==> src/rtl/wpv_pkg.sv <==
package wpv_pkg;
  localparam int unsigned WPV_CORES = 4;
  localparam int unsigned WPV_WAYS  = 16;

  function automatic int unsigned wpv_clog2(input int unsigned v);
    int unsigned r;
    r = 0;
    while ((32'd1 << r) < v) r++;
    return (r == 0) ? 1 : r;
  endfunction
endpackage

==> src/rtl/wpv_occupancy.sv <==
module wpv_occupancy #(
  parameter int unsigned NUM_CORES = 4,
  parameter int unsigned NUM_WAYS  = 16,
  localparam int unsigned CW = wpv_pkg::wpv_clog2(NUM_CORES),
  localparam int unsigned TW = wpv_pkg::wpv_clog2(NUM_WAYS + 1)
) (
  input  logic [NUM_WAYS*CW-1:0]  own_i,
  output logic [NUM_CORES*TW-1:0] cnt_o
);
  for (genvar c = 0; c < NUM_CORES; c++) begin : g_core
    logic [TW-1:0] sum;
    always_comb begin
      sum = '0;
      for (int w = 0; w < NUM_WAYS; w++) begin
        if (own_i[w*CW +: CW] == CW'(c)) sum = sum + TW'(1);
      end
    end
    assign cnt_o[c*TW +: TW] = sum;
  end
endmodule

==> src/rtl/wpv_lru_pick.sv <==
module wpv_lru_pick #(
  parameter int unsigned NUM_CORES = 4,
  parameter int unsigned NUM_WAYS  = 16,
  localparam int unsigned CW = wpv_pkg::wpv_clog2(NUM_CORES),
  localparam int unsigned WW = wpv_pkg::wpv_clog2(NUM_WAYS)
) (
  input  logic [NUM_WAYS*CW-1:0] own_i,
  input  logic [NUM_WAYS*WW-1:0] age_i,
  input  logic [CW-1:0]          core_i,
  output logic                   found_o,
  output logic [WW-1:0]          way_o
);
  logic [WW-1:0] best;
  always_comb begin
    found_o = 1'b0;
    way_o   = '0;
    best    = '0;
    for (int w = 0; w < NUM_WAYS; w++) begin
      if (own_i[w*CW +: CW] == core_i && (!found_o || age_i[w*WW +: WW] > best)) begin
        found_o = 1'b1;
        way_o   = WW'(w);
        best    = age_i[w*WW +: WW];
      end
    end
  end
endmodule

==> src/rtl/wpv_donor_pick.sv <==
module wpv_donor_pick #(
  parameter int unsigned NUM_CORES = 4,
  parameter int unsigned NUM_WAYS  = 16,
  localparam int unsigned CW = wpv_pkg::wpv_clog2(NUM_CORES),
  localparam int unsigned TW = wpv_pkg::wpv_clog2(NUM_WAYS + 1)
) (
  input  logic [NUM_CORES*TW-1:0] cnt_i,
  input  logic [NUM_CORES*TW-1:0] tgt_i,
  input  logic [CW-1:0]           req_core_i,
  output logic                    found_o,
  output logic [CW-1:0]           core_o
);
  always_comb begin
    found_o = 1'b0;
    core_o  = '0;
    for (int c = 0; c < NUM_CORES; c++) begin
      if (!found_o && CW'(c) != req_core_i &&
          cnt_i[c*TW +: TW] > tgt_i[c*TW +: TW]) begin
        found_o = 1'b1;
        core_o  = CW'(c);
      end
    end
  end
endmodule

==> src/rtl/wpv_victim_sel.sv <==
module wpv_victim_sel #(
  parameter int unsigned NUM_CORES = wpv_pkg::WPV_CORES,
  parameter int unsigned NUM_WAYS  = wpv_pkg::WPV_WAYS,
  localparam int unsigned CW  = wpv_pkg::wpv_clog2(NUM_CORES),
  localparam int unsigned WW  = wpv_pkg::wpv_clog2(NUM_WAYS),
  localparam int unsigned TW  = wpv_pkg::wpv_clog2(NUM_WAYS + 1),
  localparam int unsigned PER = NUM_WAYS / NUM_CORES
) (
  input  logic                    clk,
  input  logic                    rst_n,
  input  logic                    req_valid_i,
  input  logic [CW-1:0]           req_core_i,
  input  logic                    req_hit_i,
  input  logic [WW-1:0]           req_way_i,
  input  logic [NUM_CORES*TW-1:0] tgt_i,
  output logic                    rsp_valid_o,
  output logic [WW-1:0]           rsp_way_o,
  output logic [CW-1:0]           rsp_donor_o,
  output logic                    rsp_bypass_o
);
  logic [CW-1:0] own_q [NUM_WAYS];
  logic [CW-1:0] own_d [NUM_WAYS];
  logic [WW-1:0] age_q [NUM_WAYS];
  logic [WW-1:0] age_d [NUM_WAYS];
  logic [NUM_WAYS*CW-1:0] own_flat;
  logic [NUM_WAYS*WW-1:0] age_flat;

  for (genvar w = 0; w < NUM_WAYS; w++) begin : g_flat
    assign own_flat[w*CW +: CW] = own_q[w];
    assign age_flat[w*WW +: WW] = age_q[w];
  end

  logic [NUM_CORES*TW-1:0] cnt;
  logic                    donor_found;
  logic [CW-1:0]           donor_core;
  logic                    self_found, dlru_found;
  logic [WW-1:0]           self_way, dlru_way;

  wpv_occupancy #(.NUM_CORES(NUM_CORES), .NUM_WAYS(NUM_WAYS)) u_occ (
    .own_i(own_flat), .cnt_o(cnt));

  wpv_donor_pick #(.NUM_CORES(NUM_CORES), .NUM_WAYS(NUM_WAYS)) u_donor (
    .cnt_i(cnt), .tgt_i(tgt_i), .req_core_i(req_core_i),
    .found_o(donor_found), .core_o(donor_core));

  wpv_lru_pick #(.NUM_CORES(NUM_CORES), .NUM_WAYS(NUM_WAYS)) u_self_lru (
    .own_i(own_flat), .age_i(age_flat), .core_i(req_core_i),
    .found_o(self_found), .way_o(self_way));

  wpv_lru_pick #(.NUM_CORES(NUM_CORES), .NUM_WAYS(NUM_WAYS)) u_donor_lru (
    .own_i(own_flat), .age_i(age_flat), .core_i(donor_core),
    .found_o(dlru_found), .way_o(dlru_way));

  logic          below_tgt;
  logic          take_donor;
  logic          miss_acc;
  logic          state_en;
  logic [WW-1:0] rsp_way_d;
  logic [CW-1:0] rsp_donor_d;
  logic          rsp_bypass_d;
  logic [CW-1:0] hit_owner;
  logic [WW-1:0] hit_age;
  logic [WW-1:0] vict_age;

  assign below_tgt  = cnt[req_core_i*TW +: TW] < tgt_i[req_core_i*TW +: TW];
  assign take_donor = below_tgt && donor_found && dlru_found;
  assign miss_acc   = req_valid_i && !req_hit_i;
  assign state_en   = req_valid_i;
  assign hit_owner  = own_q[req_way_i];
  assign hit_age    = age_q[req_way_i];
  assign vict_age   = age_q[self_way];

  // next-state: ownership and recency of the set
  always_comb begin
    for (int w = 0; w < NUM_WAYS; w++) begin
      own_d[w] = own_q[w];
      age_d[w] = age_q[w];
    end
    rsp_way_d    = '0;
    rsp_donor_d  = req_core_i;
    rsp_bypass_d = 1'b0;
    if (req_valid_i && req_hit_i) begin
      for (int w = 0; w < NUM_WAYS; w++) begin
        if (own_q[w] == hit_owner && age_q[w] < hit_age) age_d[w] = age_q[w] + WW'(1);
      end
      age_d[req_way_i] = '0;
    end else if (miss_acc) begin
      if (take_donor) begin
        for (int w = 0; w < NUM_WAYS; w++) begin
          if (own_q[w] == req_core_i) age_d[w] = age_q[w] + WW'(1);
        end
        own_d[dlru_way] = req_core_i;
        age_d[dlru_way] = '0;
        rsp_way_d       = dlru_way;
        rsp_donor_d     = donor_core;
      end else if (self_found) begin
        for (int w = 0; w < NUM_WAYS; w++) begin
          if (own_q[w] == req_core_i && age_q[w] < vict_age) age_d[w] = age_q[w] + WW'(1);
        end
        age_d[self_way] = '0;
        rsp_way_d       = self_way;
      end else begin
        rsp_bypass_d = 1'b1;
      end
    end
  end

  // state registers, enabled by any accepted request
  always_ff @(posedge clk or negedge rst_n) begin
    if (!rst_n) begin
      for (int w = 0; w < NUM_WAYS; w++) begin
        own_q[w] <= CW'(w / PER);
        age_q[w] <= WW'(w % PER);
      end
    end else if (state_en) begin
      for (int w = 0; w < NUM_WAYS; w++) begin
        own_q[w] <= own_d[w];
        age_q[w] <= age_d[w];
      end
    end
  end

  // response registers
  always_ff @(posedge clk or negedge rst_n) begin
    if (!rst_n) begin
      rsp_valid_o  <= 1'b0;
      rsp_way_o    <= '0;
      rsp_donor_o  <= '0;
      rsp_bypass_o <= 1'b0;
    end else begin
      rsp_valid_o <= miss_acc;
      if (miss_acc) begin
        rsp_way_o    <= rsp_way_d;
        rsp_donor_o  <= rsp_donor_d;
        rsp_bypass_o <= rsp_bypass_d;
      end
    end
  end

  // ---------------- assertions ----------------
  a_r6_rsp_after_miss: assert property (@(posedge clk) disable iff (!rst_n)
    rsp_valid_o |-> $past(req_valid_i && !req_hit_i));

  a_r6_miss_gives_rsp: assert property (@(posedge clk) disable iff (!rst_n)
    (req_valid_i && !req_hit_i) |=> rsp_valid_o);

  a_r5_hit_no_rsp: assert property (@(posedge clk) disable iff (!rst_n)
    (req_valid_i && req_hit_i) |=> !rsp_valid_o);

  a_r4_victim_owned_mru: assert property (@(posedge clk) disable iff (!rst_n)
    (rsp_valid_o && !rsp_bypass_o) |->
      (own_q[rsp_way_o] == $past(req_core_i) && age_q[rsp_way_o] == '0));

  a_r5_hit_way_mru: assert property (@(posedge clk) disable iff (!rst_n)
    (req_valid_i && req_hit_i) |=> age_q[$past(req_way_i)] == '0);

  // each core's ages form the set 0..count-1
  for (genvar c = 0; c < NUM_CORES; c++) begin : g_chk
    logic [NUM_WAYS:0] amask;
    logic [NUM_WAYS:0] full;
    always_comb begin
      amask = '0;
      for (int w = 0; w < NUM_WAYS; w++) begin
        if (own_q[w] == CW'(c)) amask[age_q[w]] = 1'b1;
      end
      full = ((NUM_WAYS+1)'(1) << cnt[c*TW +: TW]) - (NUM_WAYS+1)'(1);
    end
    a_r1_stack_dense: assert property (@(posedge clk) disable iff (!rst_n)
      amask == full);
  end
endmodule

==> config.mk <==
export PLATFORM = sky130hd
export DESIGN_NAME = wpv_victim_sel
export DESIGN_NICKNAME = d
export VERILOG_FILES = /design/src/rtl/wpv_pkg.sv /design/src/rtl/wpv_occupancy.sv /design/src/rtl/wpv_lru_pick.sv /design/src/rtl/wpv_donor_pick.sv /design/src/rtl/wpv_victim_sel.sv
export SDC_FILE = /design/constraint.sdc
export NUM_CORES = 1
export LEC_CHECK = 0
export BUFFER_PORTS_ARGS = -buffer_cell sky130_fd_sc_hd__buf_4
export CAP_MARGIN = 15
export CORE_ASPECT_RATIO = 1.75
export CORE_UTILIZATION = 50
export CTS_BUF_LIST = sky130_fd_sc_hd__clkbuf_8
export CTS_CLUSTER_SIZE = 40
export DETAILED_ROUTE_END_ITERATION = 8
export PLACE_DENSITY = 0.67
export SETUP_SLACK_MARGIN = 0.5
export SKIP_LAST_GASP = 1
export SLEW_MARGIN = 10
export SYNTH_ARGS = -nofsm -noshare
export SYNTH_HDL_FRONTEND = slang
export SYNTH_SLANG_ARGS = --single-unit
==> constraint.sdc <==
create_clock -name clk -period 37.5 [get_ports clk]
set_input_delay 3.75 -clock clk [delete_from_list [all_inputs] [get_ports clk]]
set_output_delay 3.75 -clock clk [all_outputs]
set_load 0.01 [all_outputs]
Word-level counts from Yosys, hierarchy flattened
Cells that the tools add are included.
{"block": "word_totals", "ff_bits": 104, "latch_bits": 0, "romBits": 0, "input_bits": 30, "mem_bits_rw": 0, "elab_cells": 827, "out_inout_bits": 8, "n_memories": 0}
{"block": "op_classes", "multipliers": 1, "bitwise_logic": 10, "n_lt_le_gt_ge": 73, "addsub": 76, "eq_ne": 99, "n_mux": 369, "reduce_logical": 161, "div": 0, "n_shift": 2}
{"cell": "4-bit 2-to-1 mux", "n": 232}
{"cell": "5-bit 2-to-1 mux", "n": 60}
{"cell": "5-bit by 1-bit adder with 5-bit output, second input constant", "n": 56}
{"cell": "64-bit 2-to-1 mux", "n": 4}
{"cell": "64-bit bitwise AND", "n": 3}
{"cell": "64-bit NOT", "n": 3}
{"cell": "4-bit < comparator", "n": 32}
{"cell": "4-bit greater-than comparator", "n": 30}
{"cell": "2-bit equality test", "n": 48}
{"cell": "1-bit logical AND", "n": 76}
{"cell": "4-bit by 1-bit adder with 4-bit output, second input constant", "n": 16}
{"cell": "2-bit equality test, second input constant", "n": 32}
{"cell": "4-bit demux with 4-bit select", "n": 3}
{"cell": "1-bit 2-to-1 mux", "n": 46}
{"cell": "20-bit by 6-bit indexed part select with 5-bit output", "n": 2}
{"cell": "1-bit zero test", "n": 34}
{"cell": "4-bit binary-select mux with 4-bit select", "n": 2}
{"cell": "32-bit bitwise mux", "n": 1}
{"cell": "2-bit by 1-bit equality test with 1-bit output, second input constant", "n": 16}
{"cell": "2-bit zero test", "n": 16}
{"cell": "1-bit logical OR", "n": 30}
{"cell": "3-bit 2-to-1 mux", "n": 8}
{"cell": "2-bit 2-to-1 mux", "n": 11}
{"cell": "5-bit greater-than comparator", "n": 4}
{"cell": "other kinds (15)", "n": 26}

Longest topological paths before layout
Gate-level depths: netlist (run 1).
{"block": "logic_depth", "word_depth": 119, "ltp_mapped": 197, "depth_no_buf": 190}

By module
From an unflattened synthesis (run 1), not the netlist that was laid out.
{"block": "hier_totals", "cells_unflattened": 3521, "hier_area_um2": 27492.6}
{"mod": "wpv_victim_sel", "area_per_inst_um2": 12559.5, "cells_per_inst": 1445, "instances": 1}
{"mod": "wpv_occupancy", "area_per_inst_um2": 7541.0, "cells_per_inst": 1037, "instances": 1}
{"mod": "wpv_lru_pick", "area_per_inst_um2": 3422.0, "cells_per_inst": 480, "instances": 2}
{"mod": "wpv_donor_pick", "area_per_inst_um2": 548.0, "cells_per_inst": 79, "instances": 1}

Worst setup path before layout (run 1)
No wires, ideal clock.
{"block": "synth_path", "path_type": "reg2reg", "startpoint": "register own_q (netlist bit own_flat[0])", "endpoint": "register own_q (netlist bit own_flat[13])", "setup_time_ns": 0.125, "arrival_time_ns": 33.755, "stages_incl_launch_ff": 182, "required_time_ns": 37.375, "path_slack_ns": 3.621, "synth_period_minus_slack_ns": 33.879, "path_cell_list": "dfrtp_1 clkbuf_1 nand2_1 ha_1 xnor2_1 ha_1 mux2i_1 inv_1 ha_1 nor2_1 a21oi_1 ha_1 mux2_2 ha_1 mux2_2 ha_1 mux2_2 ha_1 [... 146 more ...] a21oi_1 a41o_1 a21oi_1 clkbuf_1 mux2_2 ha_1 nor2b_1 o21ai_0 nand2b_1 a21oi_1 a41oi_1 o21ai_1 inv_1 nor2_1 o211ai_2 nor3_2 nor2b_1 mux2_2"}
{"block": "synth_via", "elab_chain_cells": 115}
{"element": "start, declared", "line_no": "wpv_victim_sel.sv:21", "text": "logic [CW-1:0] own_q [NUM_WAYS];"}
{"element": "start signal, assigned by index", "line_no": "wpv_victim_sel.sv:112", "text": "own_q[w] <= CW'(w / PER);"}
{"element": "start signal, assigned by index", "line_no": "wpv_victim_sel.sv:117", "text": "own_q[w] <= own_d[w];"}
{"element": "2-bit zero test"}
{"element": "1-bit 2-to-1 mux", "line_no": "wpv_occupancy.sv:15", "text": "if (own_i[w*CW +: CW] == CW'(c)) sum = sum + TW'(1);"}
{"element": "1-bit by 1-bit adder with 2-bit output", "line_no": "wpv_occupancy.sv:15"}
{"element": "5-bit 2-to-1 mux", "line_no": "wpv_occupancy.sv:15"}
{"element": "5-bit by 1-bit adder with 5-bit output", "line_no": "wpv_occupancy.sv:15"}
{"element": "5-bit 2-to-1 mux", "line_no": "wpv_occupancy.sv:15"}
{"element": "5-bit by 1-bit adder with 5-bit output", "line_no": "wpv_occupancy.sv:15"}
{"element": "5-bit 2-to-1 mux", "line_no": "wpv_occupancy.sv:15"}
{"element": "[... 99 more ...]"}
{"element": "1-bit logical AND", "line_no": "wpv_lru_pick.sv:19", "text": "if (own_i[w*CW +: CW] == core_i && (!found_o || age_i[w*WW +: WW] > best)) begin"}
{"element": "4-bit 2-to-1 mux", "line_no": "wpv_lru_pick.sv:19"}
{"element": "4-bit NOT with 5-bit output (implied by the code)", "line_no": "wpv_victim_sel.sv:92", "text": "own_d[dlru_way] = req_core_i;"}
{"element": "5-bit >= comparator (implied by the code) or 5-bit by 1-bit < comparator with 1-bit output (tied branches)", "line_no": "wpv_victim_sel.sv:92"}
{"element": "1-bit logical AND (implied by the code)", "line_no": "wpv_victim_sel.sv:92"}
{"element": "2-bit 2-to-1 mux (implied by the code)", "line_no": "wpv_victim_sel.sv:92"}
{"element": "2-bit demux with 4-bit select", "line_no": "wpv_victim_sel.sv:92"}
{"element": "32-bit bitwise mux", "line_no": "wpv_victim_sel.sv:92"}
Several ways; a longest one is shown, not always the timed one.
A chain may end at the register's enable or synchronous reset.

Final worst setup path (run 1)
{"block": "layout_path", "startpoint": "register own_q (netlist bit own_flat[1])", "endpoint": "register age_q (netlist bit age_flat[44])"}
{"block": "layout_via", "elab_chain_cells": 119}
{"element": "2-bit zero test"}
{"element": "1-bit 2-to-1 mux", "line_no": "wpv_occupancy.sv:15"}
{"element": "1-bit by 1-bit adder with 2-bit output", "line_no": "wpv_occupancy.sv:15"}
{"element": "5-bit 2-to-1 mux", "line_no": "wpv_occupancy.sv:15"}
{"element": "5-bit by 1-bit adder with 5-bit output", "line_no": "wpv_occupancy.sv:15"}
{"element": "5-bit 2-to-1 mux", "line_no": "wpv_occupancy.sv:15"}
{"element": "5-bit by 1-bit adder with 5-bit output", "line_no": "wpv_occupancy.sv:15"}
{"element": "5-bit 2-to-1 mux", "line_no": "wpv_occupancy.sv:15"}
{"element": "[... 103 more ...]"}
{"element": "1-bit logical AND (implied by the code)", "line_no": "wpv_victim_sel.sv:93", "text": "age_d[dlru_way] = '0;"}
{"element": "4-bit 2-to-1 mux (implied by the code)", "line_no": "wpv_victim_sel.sv:93"}
{"element": "4-bit demux with 4-bit select", "line_no": "wpv_victim_sel.sv:93"}
{"element": "64-bit NOT (no line)"}
{"element": "64-bit bitwise AND (no line)"}
{"element": "64-bit 2-to-1 mux", "line_no": "wpv_victim_sel.sv:88", "text": "if (take_donor) begin"}
{"element": "64-bit 2-to-1 mux", "line_no": "wpv_victim_sel.sv:87", "text": "end else if (miss_acc) begin"}
{"element": "64-bit 2-to-1 mux", "line_no": "wpv_victim_sel.sv:82", "text": "if (req_valid_i && req_hit_i) begin"}
{"element": "end signal, assigned by index", "line_no": "wpv_victim_sel.sv:113", "text": "age_q[w] <= WW'(w % PER);"}
{"element": "end signal, assigned by index", "line_no": "wpv_victim_sel.sv:118", "text": "age_q[w] <= age_d[w];"}
{"element": "end, declared", "line_no": "wpv_victim_sel.sv:23", "text": "logic [WW-1:0] age_q [NUM_WAYS];"}
Several ways; a longest one is shown, not always the timed one. The select of a mux whose other input is x is not followed.

==> flow_metrics.py, run 1 <==
metrics = {
    "outcome": {
        "status": "finished clean",
    },
    "placement": {
        "dp_hpwl_um": 73580,
        "gp_congestion": 1.042,
        "io_buffers": 37,
    },
    "setup_path": {
        "cp_slowest_cell": "o31ai_1",
        "end_kind": "flip-flop",
        "rr_worst_depth": 177,
        "path_buf_inv": 18,
        "path_class": "reg2reg",
        "crit_required_ns": 37.89,
        "crit_arrival_ns": 35.95,
        "cp.depth": 177,
        "cp-start-kind": "flip-flop",
        "crit_fanout": 12,
        "crit_family": "compound AO/OA/AOI/OAI gates",
        "cpPeakStageDelay_ns": 0.86,
        "crit_top_cell": "ha_1",
    },
    "global_route": {
        "grt_pass1_wl_um": 144800,
        "grt_pass1_vias": 24053,
        "track_usage_pct": 42.12,
        "grt-ovfl-total": 0,
        "antenna_found_initial": 2,
        "grt_max_degree": 57,
    },
    "timing": {
        "hold_viol_final": 0,
        "worst_pin_slew_ns": 1.171,
        "fin_crit_ns": 35.56,
        "slew_headroom_pct": 21.84,
        "tns_ns": 0,
        "rsz0062_at_grt": "false",
        "fmax_mhz": 28.12,
        "finalCritPeriodShare_pct": 94.82,
        "finalSetupViolations": 0,
        "slew_violations": 0,
        "worst_clock_skew_ns": 0.02636,
    },
    "clock_tree": {
        "htree_levels": 3,
        "cts_made_buffers": 9,
        "cts_max_path_buffers": 2,
        "cts.sinks": 104,
        "cts_tree": "done",
        "root_buffer": "clkbuf_8",
        "cts.reportedPaths.clkPinSlew_ns": 0.13,
        "clk-insertion-delay-late_ns": 0.47,
    },
    "synthesis": {
        "synth_area_leader_cell": "ha_1",
        "synth-main-ff-cell": "dfrtp_1",
        "yosys.area.top_type_share_pct": 16.96,
        "yosys.area_share.simple_pct": 20.01,
        "synth_seq_cells": 104,
        "async_flop_share_pct": 100.0,
        "postSynthAreaPerCell_um2": 7.812,
        "postSynthCellCount": 2899,
        "synthAdderAreaFrac_pct": 17.23,
        "synth_edf_count": 0,
        "synthTopCellsByArea": "ha_1 17%, dfrtp_1 8.0%, xnor2_1 7.3%, nand2_1 4.8%, mux2_2 4.4%",
        "synth_top_family_by_area": "compound AO/OA/AOI/OAI gates",
        "ys_warn_count": 0,
        "synthXorXnorAreaFrac_pct": 11.40,
        "yosysSeqAreaShare_pct": 11.67,
        "netlist_area_um2": 22650,
        "synth_compound_area_share_pct": 22.17,
        "synthMostInstantiatedCell": "ha_1",
        "yosysUniqueCellTypes": 117,
        "synth_common_cells": "307 x ha_1, 289 x nand2_1, 195 x a21oi_1",
        "synth_nets": 3236,
        "synth.area.mux_share_pct": 12.00,
    },
    "floorplan": {
        "io_pins": 38,
        "coreArea_um2": 44410,
        "initial_core_util_pct": 50.99,
        "dieArea_um2": 46180,
        "die_y_um": 283.5,
        "die_x_um": 162.9,
        "rows": 102,
    },
    "layout": {
        "layout.nets": 3250,
        "n_fill_cell": 4336,
        "multi_input_area_um2": 19210,
        "ff_latch_area_um2": 2648,
        "areaGrowthSynthToFinish_pct": 8.232,
        "drive_gt1_share_pct": 15.42,
    },
    "route": {
        "wl_per_cell_um": 27.92,
        "ant_nets": 0,
        "vias": 24124,
        "drcViolationCount": 0,
        "dr.pass1.iters": 8,
        "wl_um": 97460,
        "via_per_inst": 6.910,
        "drt_iter0_drc": 2594,
    },
    "min_path": {
        "hold_class": "reg2reg",
        "min_path_cells": 2,
    },
    "flow_run": {
        "maxCapViolCount": 0,
    },
}
worst paths after layout:
check | start | end | slack (ns)
worst max-delay path | own_flat[1]$_DFFE_PN0P_ | age_flat[44]$_DFFE_PN1P_ | 1.94
worst min-delay path | rsp_way_o[1]$_DFFE_PN0P_ | rsp_way_o[1]$_DFFE_PN0P_ | 0.51
worst max register to register | own_flat[1]$_DFFE_PN0P_ | age_flat[44]$_DFFE_PN1P_ | 1.94
worst min register to register | rsp_way_o[1]$_DFFE_PN0P_ | rsp_way_o[1]$_DFFE_PN0P_ | 0.51
max in group asynchronous | rst_n | own_flat[1]$_DFFE_PN0P_ | 32.77
min in group asynchronous | rst_n | age_flat[37]$_DFFE_PN0P_ | 3.40
stage by stage:
stage                     std cells  instance area, um2  hold slack [ns]  worst slack (ns)  util [%]
after floorplan                2899               22650           0.4976             3.621         -
after global placement         3434               23550           0.4704            0.2496     53.02
after detailed placement       3434               23550           0.4766           -0.9097     53.02
after CTS                      3454               23840           0.5056            0.5115     53.68
after global routing           3491               24510           0.5363            0.1455     55.19
final                          3491               24510           0.5058             1.944     55.19
placed cells by master, fill, tap and decap left out, drive strengths merged, types with 24 or more instances in the layout:
cell,instances
nand2,290
xor2,89
and3,24
buf,126
ha,307
mux4,38
nand4,45
nor2,178
nor2b,69
nand2b,54
a21o,32
mux2i,75
o21a,36
inv,198
dfstp,32
nand3,106
xnor2,193
nor3,36
a31oi,52
mux2,98
dfrtp,72
a21oi,196
o21ai,181
final cells by class:
cell class / instances / share of cell area (%)
Antenna cell: 1 / 0.01021
Clock buffer: 12 / 0.6738
Sequential cell: 104 / 10.80
Tap cell: 572 / 2.920
Timing Repair Buffer: 128 / 3.987
Inverter: 197 / 3.042
Clock inverter: 4 / 0.2042
Multi-Input combinational cell: 2473 / 78.36
worst min-delay path: stages (launching register included):
cell and delay, ns:
dfrtp_1 0.37, nand2_1 0.06, o31ai_1 0.06
timing repair:
action                                  CTS  global route
resized for setup                        11            95
hold buffers                              0             0
pin swaps                                 4            20
endpoints found under the setup margin  100           100
buffers inserted                          4            34
routing by layer:
metal  up-vias  share of wire, %  track usage (%)
met5         -                 0                0
met1     11457                32            42.45
met2      1396                47            69.18
li1      10636                 -                -
met3       635               8.4            9.456
met4         0                12            43.11
sequential cells by signal, indices dropped and copies added, names as in the netlist:
register / flops
age_flat: 64
own_flat: 32
rsp_way_o: 4
rsp_donor_o: 2
rsp_bypass_o: 1
rsp_valid_o: 1
kinds of logic after synthesis:
family	count (synthesis)
XOR/XNOR	285
adder cells (fa/ha/maj)	313
flip-flops	104
buffers and inverters	322
AND/OR/NAND/NOR	909
multiplexers	211
AO/OA/AOI/OAI	755
Power of run 1 is left out: the tool's default activity adds up to more than one toggle a clock period on the data nets, which glitch-free logic cannot reach.
==> run 2, diff against run 1 <==
- CORE_UTILIZATION: 50 -> 30
- PLACE_DENSITY: 0.67 -> 0.45
- clock period: 37.5 -> 33.6 ns (I/O delays scaled with it)
==> flow_metrics.py, run 2 (same netlist as run 1, synthesis figures left out) <==
metrics = {
    "clock_tree": {
        "clk-insertion-delay-late_ns": 0.48,
        "root_buffer": "clkbuf_8",
        "cts.sinks": 104,
        "htree_levels": 3,
        "cts.reportedPaths.clkPinSlew_ns": 0.13,
        "ctsHoldBuffers": 0,
        "cts_max_path_buffers": 2,
        "cts_made_buffers": 9,
        "cts_tree": "done",
    },
    "floorplan": {
        "initial_core_util_pct": 30.47,
        "die_y_um": 365.5,
        "dieArea_um2": 76640,
        "coreArea_um2": 74320,
        "rows": 132,
        "die_x_um": 209.7,
        "io_pins": 38,
    },
    "global_route": {
        "track_usage_pct": 27.18,
        "grt_pass1_wl_um": 154000,
        "grt_max_degree": 61,
        "antenna_found_initial": 2,
        "grt-ovfl-total": 0,
        "grt_pass1_vias": 24294,
    },
    "setup_path": {
        "crit_start": "own_flat[0]$_DFFE_PN0P_",
        "cpPeakStageDelay_ns": 0.45,
        "crit_top_cell": "ha_4",
        "r2r_start": "own_flat[0]$_DFFE_PN0P_",
        "crit_arrival_ns": 32.35,
        "end_kind": "flip-flop",
        "crit_family": "compound AO/OA/AOI/OAI gates",
        "rr_endpoint": "age_flat[21]$_DFFE_PN0P_",
        "crit_required_ns": 33.99,
        "path_class": "reg2reg",
        "path_buf_inv": 24,
        "cp_slowest_cell": "dfrtp_1",
        "regToRegSetupSlack_ns": 1.64,
        "rr_worst_depth": 184,
        "crit_fanout": 12,
        "cp-start-kind": "flip-flop",
    },
    "timing": {
        "rsz0062_at_grt": "false",
        "slew_violations": 0,
        "hold_viol_final": 0,
        "finalCritPeriodShare_pct": 95.13,
        "worst_pin_slew_ns": 1.055,
        "fin_crit_ns": 31.96,
        "fmax_mhz": 31.29,
        "tns_ns": 0,
        "slew_headroom_pct": 28.70,
        "worst_clock_skew_ns": 0.01727,
        "finalSetupViolations": 0,
    },
    "min_path": {
        "hold_class": "reg2reg",
        "hold_end": "rsp_way_o[3]$_DFFE_PN0P_",
        "min_path_cells": 2,
        "hp-start": "rsp_way_o[3]$_DFFE_PN0P_",
    },
    "route": {
        "wl_per_cell_um": 25.86,
        "via_per_inst": 5.866,
        "drcViolationCount": 0,
        "ant_nets": 0,
        "drt_iter0_drc": 1540,
        "vias": 24215,
        "dr.pass1.iters": 6,
        "wl_um": 106800,
    },
    "placement": {
        "dp.cells": 4038,
        "placed_area_um2": 25880,
        "gp_congestion": 0.9726,
        "dp_hpwl_um": 83830,
        "io_buffers": 37,
    },
    "outcome": {
        "status": "finished clean",
    },
    "layout": {
        "areaGrowthSynthToFinish_pct": 24.07,
        "final_cell_mix": "385 x buf_4, 280 x nand2_1, 255 x ha_1, 183 x inv_1, 182 x xnor2_1",
        "final_common_cell": "buf_4",
        "fin_area_um2": 28100,
        "drive_gt1_share_pct": 27.09,
        "layout.nets": 3521,
        "instances_no_fill": 4128,
        "largest_reg_flops": 64,
    },
    "flow_run": {
        "maxCapViolCount": 0,
    },
}
-- run 2: changes by cell type in the layout (fill, tap and decap cells not counted), sizes merged --
cell          previous run  this run
buf                    126       399
clkbuf                  13         9
clkinv                   0         1
clkinvlp                 2         1
dlymetal6s2s             1         0
inv                    198       201
-- run 2: how the worst max path moves through the flow --
stage	end	slack, ns	cells after the start
3_3_place_gp	own_flat[2]$_DFFE_PN0P_	-0.10	180
4_1_cts	age_flat[23]$_DFFE_PN0P_	0.55	180
5_1_grt	age_flat[3]$_DFFE_PN0P_	0.08	188
3_5_place_dp	own_flat[2]$_DFFE_PN0P_	-0.88	179
6_report	age_flat[21]$_DFFE_PN0P_	1.64	184
2_1_floorplan	age_flat[15]$_DFFE_PN0P_	0.52	180
-- run 2: metal layers --
| layer | routed length, um | vias to the layer above | GRT usage, % |
|---|---|---|---|
| met4 | 10240 | 4 | 22.80 |
| li1 | - | 11174 | - |
| met5 | 57 | - | 0 |
| met1 | 36710 | 11798 | 26.41 |
| met2 | 55610 | 863 | 51.28 |
| met3 | 4159 | 376 | 2.983 |
-- run 2: timing repair --
item / 4_1_cts / 5_1_grt
setup buffers: 19 / 53
endpoints found under the hold margin: 0 / 0
pin swaps: 24 / 114
setup endpoints to repair: 100 / 100
gates cloned: 0 / 1
resized for setup: 82 / 215
-- run 2: worst register-to-register path, delay by kind of cell (launching register included) --
family	cells	cell delay, ns
compound gates	65	9.68
flops	1	0.45
mux	23	6.13
simple gates	38	3.81
xor+xnor	2	0.33
buf+inv	24	3.03
fa+ha+maj	32	8.41
-- run 2: metrics by stage --
step | util, % | hold slack (ns) | setup WS [ns]
2_1_floorplan | - | 0.4976 | 0.5177
3_3_place_gp | 34.82 | 0.5257 | -0.1040
3_5_place_dp | 34.82 | 0.5052 | -0.8786
4_1_cts | 35.82 | 0.5462 | 0.5478
5_1_grt | 37.80 | 0.5836 | 0.08013
6_report | 37.80 | 0.5591 | 1.636
-- run 2: layout make-up --
type | count | area (um2)
clock buffer | 9 | 123.9
sequential | 104 | 2643
antenna | 1 | 2.502
multi-input combinational | 2473 | 20270
inverter | 197 | 744.5
clock inverter | 7 | 86.33
fill | 7785 | 46220
timing repair buffer | 399 | 3050
tap | 938 | 1174
Power of run 2 is left out for the same reason.
